## src/rtl/tri_ring_pkg.sv

```systemverilog
package tri_ring_pkg;
  localparam int POS_W = 2;

  typedef enum logic [POS_W-1:0] {
    POS_START = 2'd0,
    POS_MID   = 2'd1,
    POS_LAST  = 2'd2,
    POS_BAD   = 2'd3
  } pos_t;
endpackage

```

## src/rtl/tri_ring_next.sv

```systemverilog
module tri_ring_next
  import tri_ring_pkg::*;
(
  input  pos_t cur_i,
  input  logic up_i,
  input  logic dn_i,
  input  logic en_i,
  output pos_t nxt_o,
  output logic hold_o
);
  logic go_fwd;
  logic go_bwd;

  // forward wins when both requests are present
  assign go_fwd = en_i & up_i;
  assign go_bwd = en_i & dn_i & ~up_i;

  always_comb begin
    nxt_o = cur_i;
    unique case (cur_i)
      POS_START: if (go_fwd) nxt_o = POS_MID;   else if (go_bwd) nxt_o = POS_LAST;
      POS_MID:   if (go_fwd) nxt_o = POS_LAST;  else if (go_bwd) nxt_o = POS_START;
      POS_LAST:  if (go_fwd) nxt_o = POS_START; else if (go_bwd) nxt_o = POS_MID;
      default:   nxt_o = POS_START;
    endcase
  end

  assign hold_o = (cur_i != POS_BAD) & ~(go_fwd | go_bwd);
endmodule

```

## src/rtl/tri_ring_flags.sv

```systemverilog
module tri_ring_flags
  import tri_ring_pkg::*;
(
  input  pos_t cur_i,
  input  logic hold_i,
  output logic idle_o,
  output logic idle_last_o
);
  assign idle_o      = hold_i;
  assign idle_last_o = hold_i & (cur_i == POS_LAST);
endmodule

```

## src/rtl/tri_ring_reg.sv

```systemverilog
module tri_ring_reg
  import tri_ring_pkg::*;
#(
  parameter pos_t POWER_UP = POS_BAD
) (
  input  logic clk,
  input  logic rst,
  input  pos_t d_i,
  output pos_t q_o
);
  pos_t q_r = POWER_UP;

  always_ff @(posedge clk) begin
    if (rst) q_r <= POS_START;
    else     q_r <= d_i;
  end

  assign q_o = q_r;
endmodule

```

## src/rtl/tri_ring_seq.sv

```systemverilog
module tri_ring_seq
  import tri_ring_pkg::*;
(
  input  logic             clk,
  input  logic             rst,
  input  logic             step_up,
  input  logic             step_dn,
  input  logic             step_en,
  output logic [POS_W-1:0] pos_o,
  output logic             idle_o,
  output logic             idle_last_o
);
  pos_t cur;
  pos_t nxt;
  logic hold;

  tri_ring_reg #(.POWER_UP(POS_BAD)) u_reg (
    .clk (clk),
    .rst (rst),
    .d_i (nxt),
    .q_o (cur)
  );

  tri_ring_next u_next (
    .cur_i  (cur),
    .up_i   (step_up),
    .dn_i   (step_dn),
    .en_i   (step_en),
    .nxt_o  (nxt),
    .hold_o (hold)
  );

  tri_ring_flags u_flags (
    .cur_i       (cur),
    .hold_i      (hold),
    .idle_o      (idle_o),
    .idle_last_o (idle_last_o)
  );

  assign pos_o = cur;
endmodule

```

## config.mk

```make
export PLATFORM = sky130hd
export DESIGN_NAME = tri_ring_seq
export DESIGN_NICKNAME = d
export VERILOG_FILES = /design/src/rtl/tri_ring_pkg.sv /design/src/rtl/tri_ring_next.sv /design/src/rtl/tri_ring_flags.sv /design/src/rtl/tri_ring_reg.sv /design/src/rtl/tri_ring_seq.sv
export SDC_FILE = /design/constraint.sdc
export NUM_CORES = 1
export LEC_CHECK = 0
export CORE_AREA = 2 2 39 41
export DETAILED_ROUTE_END_ITERATION = 16
export DIE_AREA = 0 0 41 43
export SLEW_MARGIN = 40
export SYNTH_ARGS = -nofsm -noshare
export SYNTH_HDL_FRONTEND = slang
export SYNTH_SLANG_ARGS = --single-unit
```

## constraint.sdc

```tcl
create_clock -name clk -period 1.45 [get_ports clk]
set_clock_uncertainty 0.1 [all_clocks]
set_input_delay 0.3625 -clock clk [delete_from_list [all_inputs] [get_ports clk]]
set_output_delay 0.3625 -clock clk [all_outputs]
set_load 0.005 [all_outputs]
```

==> impl_metrics.py <==
metrics = {
    "die": {
        "core_region_area_um2": 1380,
        "ios": 9,
        "die_area_um2": 1760,
        "start_util_pct": 8.95,
        "rows": 14,
        "die_h_um": 43,
        "die_w_um": 41,
    },
    "finish": {
        "fillers": 157,
        "multi_input_area_um2": 106,
        "finish.utilization_pct": 25.0,
        "fin_nets": 43,
        "drive_gt1_share_pct": 69.4,
        "seq_area_um2": 42.5,
        "most-common-layout-cells": "8 x buf_4, 5 x buf_6, 3 x clkbuf_4",
        "syn2layout_area_growth_pct": 179,
        "mostFrequentLayoutCell": "buf_4",
        "largest_register_ffs": 2,
        "antenna_cells": 0,
    },
    "route": {
        "drtIter0Drc": 4,
        "ant_nets": 0,
        "first_pass_iters": 4,
        "drt-total-wl_um": 483,
        "drcViolationCount": 0,
        "vias": 189,
        "vias_per_cell": 3.63,
        "wl_per_cell_um": 9.29,
    },
    "synthesis": {
        "ys_seq_area_share_pct": 32.3,
        "synth_top_family_by_area": "simple AND/OR/NAND/NOR gates",
        "ys_ff_latch": 2,
        "synth-simple-area-share_pct": 37.4,
        "syn_area_um2": 124,
        "synth_xor_xnor_area_share_pct": 0,
        "synthMuxAreaShare_pct": 0,
        "synth_cell_types": 11,
        "synth_nets": 20,
        "synth-compound-area-share_pct": 30.3,
        "synth_adder_area_share_pct": 0,
        "ys_warn_count": 0,
        "syn-instance-count": 15,
        "synth_area_per_cell_um2": 8.26,
    },
    "place": {
        "place_ws_ns": -0.762,
        "place_hpwl_um": 291,
        "io_buffers": 8,
        "place_congestion": 0.595,
    },
    "cts": {
        "cts_buffer_depth": 2,
        "cts_buffers": 3,
        "root_buffer": "clkbuf_4",
        "clkTransAtPathRegs_ns": 0.03,
        "cts_tree": "yes",
        "htree_levels": 1,
        "clk_latency_ns": 0.22,
        "cts_sinks": 2,
        "holdBufCountCts": 0,
    },
    "power": {
        "p_per_area_nw_per_um2": 761,
        "vdd_drop_max_v": 0.000126,
        "power.switching_mw": 0.0610,
        "leakagePower_nw": 0.164,
        "swShare_pct": 23.2,
        "p_comb_share_pct": 29.9,
        "p_int_mw": 0.202,
        "p_seq_share_pct": 23.9,
        "clockPowerShare_pct": 46.3,
        "p_total_mw": 0.263,
    },
    "timing": {
        "fin_crit_sh_pct": 99.4,
        "slew_headroom_pct": 89.0,
        "slew_viol_final": 0,
        "max_freq_mhz": 694,
        "min_period_ns": 1.44,
        "worst_slew_pin_slew_ns": 0.165,
        "layout_setup_ws_ns": 0.00935,
        "finalHoldViolCount": 0,
        "setup_viol": 0,
        "rsz0062_at_grt": "yes",
    },
    "setup_path": {
        "cp-start-kind": "primary input",
        "critPathMaxFanout": 2,
        "worstReg2RegStart": "u_reg.q_o[0]",
        "crit_start": "step_dn",
        "worstPathRequired_ns": 0.99,
        "crit_path_frequent_cell": "buf_6",
        "critPathCaptureType": "output port",
        "cpMaxStageDelayCell": "o21ai_4",
        "crit_chain": "buf_6, o21ai_4, buf_6, a21boi_2, buf_2",
        "slowest_delay_ns": 0.15,
        "reg2reg_depth": 6,
        "arrival_ns": 0.98,
        "r2r_slack_ns": 0.27,
        "worstReg2RegEnd": "u_reg.q_o[1]",
        "crit_type": "in -> out",
    },
    "global_route": {
        "grt.total_usage_pct": 5.51,
        "grt_pass1_wl_um": 565,
        "overflow": 0,
        "grt_antenna_before_repair": 0,
        "grt_max_degree": 4,
        "grt_pass1_vias": 174,
    },
    "hold_path": {
        "hp-class": "in -> reg",
        "min_from": "step_up",
        "min_delay_path_depth": 4,
        "hold_end": "u_reg.q_o[0]",
    },
    "job": {
        "max-cap-violations": 0,
    },
    "run_status": {
        "status": "finished, final reports clean",
    },
}
[final cells by class]
cell class,count,area share [%]
Sequential cell,2,12.3
Clock buffer,3,6.52
Tap cell,16,5.80
Multi-Input combinational cell,13,30.8
Timing Repair Buffer,18,44.6
[power by group through the flow]
| stage | Sequential, mW | Clock, mW | Combinational [mW] |
|---|---|---|---|
| floorplan | 0.0637 | 0 | 0.0170 |
| global placement | 0.0626 | 0 | 0.0578 |
| detailed placement | 0.0628 | 0 | 0.0584 |
| CTS | 0.0628 | 0.131 | 0.0659 |
| global route | 0.0633 | 0.134 | 0.0847 |
| finish | 0.0628 | 0.122 | 0.0785 |
[cells by family (layout without fill, tap and decap cells)]
kind of cell	count (synthesis)	after routing
simple gates	7	7
compound gates	6	6
flops	2	2
buf+inv	0	21
[per-layer routing]
| metal | wire length (um) | up-vias | GRT usage (%) |
|---|---|---|---|
| met5 | 0 | - | 0 |
| met4 | 0 | 0 | 8.00 |
| met3 | 19 | 0 | 3.14 |
| met2 | 337 | 6 | 8.44 |
| met1 | 126 | 84 | 3.18 |
| li1 | - | 99 | - |
[worst max-delay path by stage]
stage / to / cells past startpoint
2_1_floorplan: idle_o / 2
3_3_place_gp: idle_o / 4
3_5_place_dp: idle_o / 4
4_1_cts: idle_o / 5
5_1_grt: idle_o / 5
6_report: idle_o / 5
[through the flow]
step / TNS (ns) / std cells / hold slack, ns / cell area, um^2
detailed placement: -1.77 / 44 / 0.580 / 262
global route: -0.0492 / 52 / 0.443 / 345
finish: 0 / 52 / 0.441 / 345
global placement: -1.71 / 44 / 0.573 / 262
floorplan: 0 / 15 / 0.332 / 124
CTS: -0.0204 / 51 / 0.444 / 310
[cells in the mapped netlist]
master    count  area [um^2]
and2_1        1         6.26
o21ai_1       1         5.00
dfxtp_1       2         40.0
a21oi_1       2         10.0
a22oi_1       2         15.0
nor2_1        1         3.75
a21boi_0      1         7.51
nand3_1       2         10.0
and2b_1       1         7.51
and3b_2       1         10.0
nor2b_2       1         8.76
[worst max-delay path, delay by kind of cell]
kind                   cells  cell delay, ns
AOI/OAI and AO/OA          2            0.28
buffers and inverters      3            0.33
[timing repair]
action	4_1_cts	5_1_grt
pin swaps	1	1
buffers inserted	4	1
setup endpoints to repair	4	2
gates resized for setup	27	7
endpoints found under the hold margin	0	0
(Power assumes the default switching activity.)
